## src/rtl/busmon_pkg.sv

```systemverilog
package busmon_pkg;
  localparam int STAT_W   = 8;
  localparam int ADDR_W   = 2;
  localparam int BIT_WRCK = 0;
  localparam int BIT_RDCK = 1;
  localparam int BIT_FRM  = 2;
  localparam int BIT_BIP  = 3;
  localparam int BIT_ACK  = 6;
  localparam int BIT_NAK  = 7;
  localparam logic [STAT_W-1:0] LIVE_MASK = 8'hCF;
  localparam logic [ADDR_W-1:0] ADDR_STATUS = 2'd0;
  localparam logic [ADDR_W-1:0] ADDR_ENABLE = 2'd1;
  localparam logic [ADDR_W-1:0] ADDR_CMD    = 2'd2;

  typedef struct packed {
    logic              statusRead;
    logic              enableWrite;
    logic              clearCmd;
    logic [STAT_W-1:0] wrData;
  } ctrlStrobes_t;
endpackage

```

## src/rtl/clk_watchdog.sv

```systemverilog
module clk_watchdog #(
  parameter int LIMIT = 32
) (
  input  logic clk,
  input  logic rstN,
  input  logic busClk,
  output logic lossEvt
);
  localparam int CNT_W = $clog2(LIMIT + 2);
  localparam logic [CNT_W-1:0] LIM_V = CNT_W'(LIMIT);
  localparam logic [CNT_W-1:0] SAT_V = CNT_W'(LIMIT + 1);

  logic syncA, syncB, syncC;
  logic edgeSeen;
  logic [CNT_W-1:0] idleCnt;

  always_ff @(posedge clk) begin
    if (!rstN) begin
      syncA <= 1'b0;
      syncB <= 1'b0;
      syncC <= 1'b0;
    end else begin
      syncA <= busClk;
      syncB <= syncA;
      syncC <= syncB;
    end
  end

  assign edgeSeen = syncB ^ syncC;

  always_ff @(posedge clk) begin
    if (!rstN)               idleCnt <= '0;
    else if (edgeSeen)       idleCnt <= '0;
    else if (idleCnt != SAT_V) idleCnt <= idleCnt + 1'b1;
  end

  assign lossEvt = !edgeSeen && (idleCnt == LIM_V);

  AST_WDOG_SINGLE_EVT: assert property (@(posedge clk) disable iff (!rstN)
    lossEvt |=> !lossEvt);
  AST_WDOG_EDGE_RESTARTS: assert property (@(posedge clk) disable iff (!rstN)
    edgeSeen |=> !lossEvt);
endmodule

```

## src/rtl/frame_loss_detect.sv

```systemverilog
module frame_loss_detect #(
  parameter int LEN_W = 16
) (
  input  logic             clk,
  input  logic             rstN,
  input  logic             framePulse,
  input  logic             fourMode,
  input  logic [LEN_W-1:0] frameLen,
  output logic             lossEvt
);
  logic syncA, syncB, syncC;
  logic pulseSeen;
  logic periodWrap;
  logic [LEN_W-1:0] periodCnt;
  logic [2:0] missCnt;
  logic [2:0] missLimit;

  always_ff @(posedge clk) begin
    if (!rstN) begin
      syncA <= 1'b0;
      syncB <= 1'b0;
      syncC <= 1'b0;
    end else begin
      syncA <= framePulse;
      syncB <= syncA;
      syncC <= syncB;
    end
  end

  assign pulseSeen  = syncB & ~syncC;
  assign periodWrap = (periodCnt == frameLen - LEN_W'(1));
  assign missLimit  = fourMode ? 3'd4 : 3'd2;

  always_ff @(posedge clk) begin
    if (!rstN) begin
      periodCnt <= '0;
      missCnt   <= '0;
    end else if (pulseSeen) begin
      periodCnt <= '0;
      missCnt   <= '0;
    end else if (periodWrap) begin
      periodCnt <= '0;
      if (missCnt < 3'd4) missCnt <= missCnt + 3'd1;
    end else begin
      periodCnt <= periodCnt + 1'b1;
    end
  end

  assign lossEvt = !pulseSeen && periodWrap && (missCnt + 3'd1 == missLimit);

  AST_FRM_PULSE_CLEARS: assert property (@(posedge clk) disable iff (!rstN)
    pulseSeen |=> !lossEvt);
  AST_FRM_SINGLE_EVT: assert property (@(posedge clk) disable iff (!rstN)
    (lossEvt && $stable(fourMode)) |=> !lossEvt);
endmodule

```

## src/rtl/monitor_ctrl.sv

```systemverilog
module monitor_ctrl
  import busmon_pkg::*;
(
  input  logic              clk,
  input  logic              rstN,
  input  logic [ADDR_W-1:0] regAddr,
  input  logic              regWr,
  input  logic              regRd,
  input  logic [STAT_W-1:0] regWdata,
  input  logic [STAT_W-1:0] statusQ,
  input  logic [STAT_W-1:0] enableQ,
  input  logic              clearQ,
  output ctrlStrobes_t      strobes,
  output logic [STAT_W-1:0] regRdata
);
  always_comb begin
    strobes.statusRead  = regRd && (regAddr == ADDR_STATUS);
    strobes.enableWrite = regWr && (regAddr == ADDR_ENABLE);
    strobes.clearCmd    = regWr && (regAddr == ADDR_CMD) && regWdata[0];
    strobes.wrData      = regWdata;
  end

  always_comb begin
    unique case (regAddr)
      ADDR_STATUS: regRdata = statusQ;
      ADDR_ENABLE: regRdata = enableQ;
      ADDR_CMD:    regRdata = {{(STAT_W-1){1'b0}}, clearQ};
      default:     regRdata = '0;
    endcase
  end

  AST_RSV_READ_ZERO: assert property (@(posedge clk) disable iff (!rstN)
    regRd |-> (regRdata[5:4] == 2'b00));
  AST_NO_CMD_ON_ZERO: assert property (@(posedge clk) disable iff (!rstN)
    (regWr && regAddr == ADDR_CMD && !regWdata[0]) |-> !strobes.clearCmd);
endmodule

```

## src/rtl/monitor_datapath.sv

```systemverilog
module monitor_datapath
  import busmon_pkg::*;
#(
  parameter int CLK_LIMIT = 32,
  parameter int LEN_W     = 16
) (
  input  logic              clk,
  input  logic              rstN,
  input  logic              busFramePulse,
  input  logic              busReadClk,
  input  logic              busWriteClk,
  input  logic              fourFrameMode,
  input  logic [LEN_W-1:0]  frameLen,
  input  logic              bipErrStb,
  input  logic              ctlAckStb,
  input  logic              ctlNakStb,
  input  ctrlStrobes_t      strobes,
  output logic [STAT_W-1:0] statusQ,
  output logic [STAT_W-1:0] enableQ,
  output logic              clearQ
);
  localparam int N_CLK = 2;

  logic [N_CLK-1:0]  busClks;
  logic [N_CLK-1:0]  clkLoss;
  logic              frameLoss;
  logic [STAT_W-1:0] evtVec;

  assign busClks = {busReadClk, busWriteClk};

  for (genvar g = 0; g < N_CLK; g++) begin : gWdog
    clk_watchdog #(.LIMIT(CLK_LIMIT)) uWdog (
      .clk     (clk),
      .rstN    (rstN),
      .busClk  (busClks[g]),
      .lossEvt (clkLoss[g])
    );
  end

  frame_loss_detect #(.LEN_W(LEN_W)) uFrame (
    .clk        (clk),
    .rstN       (rstN),
    .framePulse (busFramePulse),
    .fourMode   (fourFrameMode),
    .frameLen   (frameLen),
    .lossEvt    (frameLoss)
  );

  always_comb begin
    evtVec           = '0;
    evtVec[BIT_WRCK] = clkLoss[0];
    evtVec[BIT_RDCK] = clkLoss[1];
    evtVec[BIT_FRM]  = frameLoss;
    evtVec[BIT_BIP]  = bipErrStb;
    evtVec[BIT_ACK]  = ctlAckStb;
    evtVec[BIT_NAK]  = ctlNakStb;
  end

  always_ff @(posedge clk) begin
    if (!rstN) begin
      statusQ <= '0;
      enableQ <= '0;
      clearQ  <= 1'b0;
    end else begin
      statusQ <= ((statusQ & ~{STAT_W{strobes.statusRead}}) | evtVec) & LIVE_MASK;
      if (strobes.enableWrite) enableQ <= strobes.wrData & LIVE_MASK;
      clearQ <= strobes.clearCmd;
    end
  end

  AST_STICKY_HOLDS: assert property (@(posedge clk) disable iff (!rstN)
    !strobes.statusRead |=> ((statusQ & $past(statusQ)) == $past(statusQ)));
  AST_READ_CLEARS: assert property (@(posedge clk) disable iff (!rstN)
    strobes.statusRead |=> ((statusQ & ~$past(evtVec)) == '0));
  AST_EVT_WINS: assert property (@(posedge clk) disable iff (!rstN)
    (strobes.statusRead && bipErrStb) |=> statusQ[BIT_BIP]);
  AST_CLEAR_ONE_CYCLE: assert property (@(posedge clk) disable iff (!rstN)
    clearQ |=> !clearQ);
endmodule

```

## src/rtl/bus_loss_monitor.sv

```systemverilog
module bus_loss_monitor
  import busmon_pkg::*;
#(
  parameter int CLK_LIMIT = 32,
  parameter int LEN_W     = 16
) (
  input  logic             clk,
  input  logic             rstN,
  input  logic             busFramePulse,
  input  logic             busReadClk,
  input  logic             busWriteClk,
  input  logic             fourFrameMode,
  input  logic [LEN_W-1:0] frameLen,
  input  logic             bipErrStb,
  input  logic             ctlAckStb,
  input  logic             ctlNakStb,
  input  logic [1:0]       regAddr,
  input  logic             regWr,
  input  logic             regRd,
  input  logic [7:0]       regWdata,
  output logic [7:0]       regRdata,
  output logic             irqOut,
  output logic             ctrClear
);
  ctrlStrobes_t      strobes;
  logic [STAT_W-1:0] statusQ;
  logic [STAT_W-1:0] enableQ;
  logic              clearQ;

  monitor_ctrl uCtrl (
    .clk      (clk),
    .rstN     (rstN),
    .regAddr  (regAddr),
    .regWr    (regWr),
    .regRd    (regRd),
    .regWdata (regWdata),
    .statusQ  (statusQ),
    .enableQ  (enableQ),
    .clearQ   (clearQ),
    .strobes  (strobes),
    .regRdata (regRdata)
  );

  monitor_datapath #(.CLK_LIMIT(CLK_LIMIT), .LEN_W(LEN_W)) uDp (
    .clk           (clk),
    .rstN          (rstN),
    .busFramePulse (busFramePulse),
    .busReadClk    (busReadClk),
    .busWriteClk   (busWriteClk),
    .fourFrameMode (fourFrameMode),
    .frameLen      (frameLen),
    .bipErrStb     (bipErrStb),
    .ctlAckStb     (ctlAckStb),
    .ctlNakStb     (ctlNakStb),
    .strobes       (strobes),
    .statusQ       (statusQ),
    .enableQ       (enableQ),
    .clearQ        (clearQ)
  );

  assign irqOut   = |(statusQ & enableQ);
  assign ctrClear = clearQ;

  AST_IRQ_MASKED: assert property (@(posedge clk) disable iff (!rstN)
    (enableQ == '0) |-> !irqOut);
endmodule

```

## config.mk

```make
export PLATFORM = sky130hd
export DESIGN_NAME = bus_loss_monitor
export DESIGN_NICKNAME = d
export VERILOG_FILES = /design/src/rtl/busmon_pkg.sv /design/src/rtl/clk_watchdog.sv /design/src/rtl/frame_loss_detect.sv /design/src/rtl/monitor_ctrl.sv /design/src/rtl/monitor_datapath.sv /design/src/rtl/bus_loss_monitor.sv
export SDC_FILE = /design/constraint.sdc
export NUM_CORES = 1
export LEC_CHECK = 0
export ABC_AREA = 1
export CAP_MARGIN = 10
export CORE_ASPECT_RATIO = 1.1
export CORE_MARGIN = 5
export CORE_UTILIZATION = 55
export CTS_CLUSTER_DIAMETER = 60
export DETAILED_ROUTE_END_ITERATION = 10
export PLACE_DENSITY = 0.91
export SYNTH_ARGS = -nofsm -noshare
export SYNTH_HDL_FRONTEND = slang
export SYNTH_HIERARCHICAL = 1
export SYNTH_SLANG_ARGS = --single-unit
```

## constraint.sdc

```tcl
create_clock -name clk -period 2.25 [get_ports clk]
set_clock_uncertainty 0.1 [all_clocks]
set_input_delay 0.45 -clock clk [delete_from_list [all_inputs] [get_ports clk]]
set_output_delay 0.45 -clock clk [all_outputs]
set_load 0.01 [all_outputs]
```

==> results.py <==
metrics = {
    "clocking": {
        "clock_sinks": 53,
        "ctsRootBufferMaster": "clkbuf_8",
        "clk_pin_slew_worst_paths_ns": 0.10,
        "h-tree-depth": 2,
        "cts.hold.buffers_added": 0,
        "clk_latency_ns": 0.31,
        "clockBufferDepth": 2,
        "cts_buffers": 5,
        "cts_tree": "yes",
    },
    "final_layout": {
        "multi_input_area_mm2": 0.00198,
        "layout.nets": 608,
        "layout_commonest_cell": "nand2_1",
        "num-fill-cells": 433,
        "mostFrequentLayoutCells": "120 x nand2_1, 66 x inv_1, 53 x dfxtp_1, 50 x nor2_1, 48 x nand3_1",
        "antenna_cells": 0,
        "instances_no_fill": 640,
        "final_core_util_pct": 71.0,
        "syn_to_final_growth_pct": 25.4,
        "layout-drive-gt1-share_pct": 15.8,
        "seq_area_mm2": 0.00106,
    },
    "placement": {
        "gp_congestion": 0.921,
        "place_inst": 629,
        "io_buffers": 42,
        "dp_hpwl_um": 5650,
    },
    "worst_setup_path": {
        "endpoint": "uDp/uFrame/missCnt[1]",
        "slowest_stage": "clkdlybuf4s50_1",
        "path_cells": "clkdlybuf4s50_1 -> nor2_1 -> nand2_1 -> inv_1 -> nand3_1 -> nand3_1 -> nand2_1 -> nor2_1 -> nand2_1 -> nor2_2 -> nand3_1 -> nand2_1 -> inv_1 -> nor2_1",
        "cp.arrival_ns": 2.34,
        "start_kind": "primary input",
        "crit_start": "frameLen[7]",
        "critPathMaxFanout": 4,
        "path_class": "in2reg",
        "endpoint_kind": "register",
        "slowest_delay_ns": 0.50,
        "crit_path_frequent_cell": "nand2_1",
        "cp.required_ns": 2.40,
        "ff2ff_path_depth": 9,
        "reg2reg_from": "uDp/uFrame/periodCnt[0]",
        "reg2reg_slack_ns": 0.26,
        "reg2reg_to": "uDp/uFrame/periodCnt[12]",
    },
    "detailed_routing": {
        "wire_per_inst_um": 12.4,
        "finalWirelength_um": 7940,
        "viasPerCell": 5.13,
        "drc": 0,
        "detail_route.first_pass.iterations": 5,
        "ant_nets": 0,
        "num_vias": 3286,
        "dr.first_iter.drc_count": 198,
    },
    "floorplan": {
        "dieArea_mm2": 0.00762,
        "die_h_um": 91.1,
        "num_io_pins": 47,
        "initial_core_util_pct": 56.6,
        "rows": 29,
        "fp.dieW_um": 83.7,
        "core-area_mm2": 0.00581,
    },
    "global_route": {
        "grt_max_degree": 20,
        "grt_pass1_wl_um": 13100,
        "grt_use_total_pct": 20.2,
        "grt_overflow": 0,
        "grt_pass1_vias": 3160,
        "antenna_found_initial": 0,
    },
    "yosys": {
        "syn_avg_cell_area_um2": 6.64,
        "syn_area_mm2": 0.00329,
        "syn-instance-count": 495,
        "yosys_warnings": 6,
    },
    "sta": {
        "timing.final.hold_violations": 0,
        "setup_viol": 0,
        "holdWs_ns": 0.323,
        "min_period_ns": 2.18,
        "slew_violations": 0,
        "fmax_mhz": 458,
        "grt_setup_unrepaired": "yes",
        "min_period_over_period_pct": 96.9,
    },
    "power_and_ir_drop": {
        "power.static_leakage_nw": 1.94,
        "pwr_density_cell_mw_per_mm2": 452,
        "p_total_mw": 1.86,
        "ir_drop_mv": 0.392,
    },
    "job": {
        "cap_violations": 0,
    },
    "outcome": {
        "status": "complete, no violations",
    },
    "min_path": {
        "min_path_type": "reg2reg",
        "whs_path_depth": 2,
    },
}
-- worst min path at each step --
stage                     slack (ns)                      from                        to
after floorplan                 0.29  uDp/gWdog[0].uWdog/syncA  uDp/gWdog[0].uWdog/syncB
after global placement          0.29  uDp/gWdog[1].uWdog/syncA  uDp/gWdog[1].uWdog/syncB
after detailed placement        0.30          uDp/uFrame/syncA          uDp/uFrame/syncB
after CTS                       0.33          uDp/uFrame/syncA          uDp/uFrame/syncB
after global routing            0.34          uDp/uFrame/syncB          uDp/uFrame/syncC
final                           0.32          uDp/uFrame/syncA          uDp/uFrame/syncB
-- layer usage --
layer	up-vias	wire, um	GRT usage, %
met3	33	458	3.26
met4	0	268	10.5
li1	1663	-	-
met5	-	0	0
met2	123	4030	36.9
met1	1467	3180	22.4
-- stage by stage --
stage | cell area (um2) | setup WS, ns | setup TNS (ns)
6_report | 4120 | 0.0688 | 0
2_1_floorplan | 3300 | 0.223 | 0
3_3_place_gp | 3890 | -0.386 | -8.13
3_5_place_dp | 3890 | -0.449 | -9.45
4_1_cts | 4030 | 0.000720 | 0
5_1_grt | 4120 | -0.0621 | -0.111
-- registers in the layout, indices dropped and copies added (netlist names) --
| register | flops |
|---|---|
| uDp/gWdog.uWdog/syncC | 2 |
| uDp/uFrame/syncB | 1 |
| uDp/clearQ | 1 |
| uDp/statusQ | 6 |
| uDp/uFrame/syncA | 1 |
| uDp/uFrame/syncC | 1 |
| uDp/gWdog.uWdog/syncB | 2 |
| uDp/uFrame/missCnt | 3 |
| uDp/gWdog.uWdog/syncA | 2 |
| uDp/gWdog.uWdog/idleCnt | 12 |
| uDp/enableQ | 6 |
| uDp/uFrame/periodCnt | 16 |
-- where the power goes --
| group | total, mW | switching [mW] | internal, mW |
|---|---|---|---|
| combinational | 0.343 | 0.183 | 0.160 |
| sequential | 0.995 | 0.0284 | 0.967 |
| clock | 0.523 | 0.301 | 0.222 |
| total | 1.86 | 0.512 | 1.35 |
-- final cells by class --
class                      instances  area share, %
multi-input combinational        362           48.1
sequential                        53           25.8
timing repair buffer              68           15.2
inverter                          72           6.56
tap                               77           2.34
clock buffer                       6           1.76
clock inverter                     2          0.334
-- critical path: cells and delay by family --
family                 cells  cell delay (ns)
buffers and inverters      3             0.66
and+or+nand+nor           11             1.23
-- timing repair --
item / 4_1_cts / 5_1_grt
setup buffers: 1 / 1
resized for setup: 21 / 27
pin swaps: 3 / 6
endpoints found under the hold margin: 0 / 0
cloned: 1 / 0
endpoints found under the setup margin: 25 / 21
(Power assumes the default switching activity.)
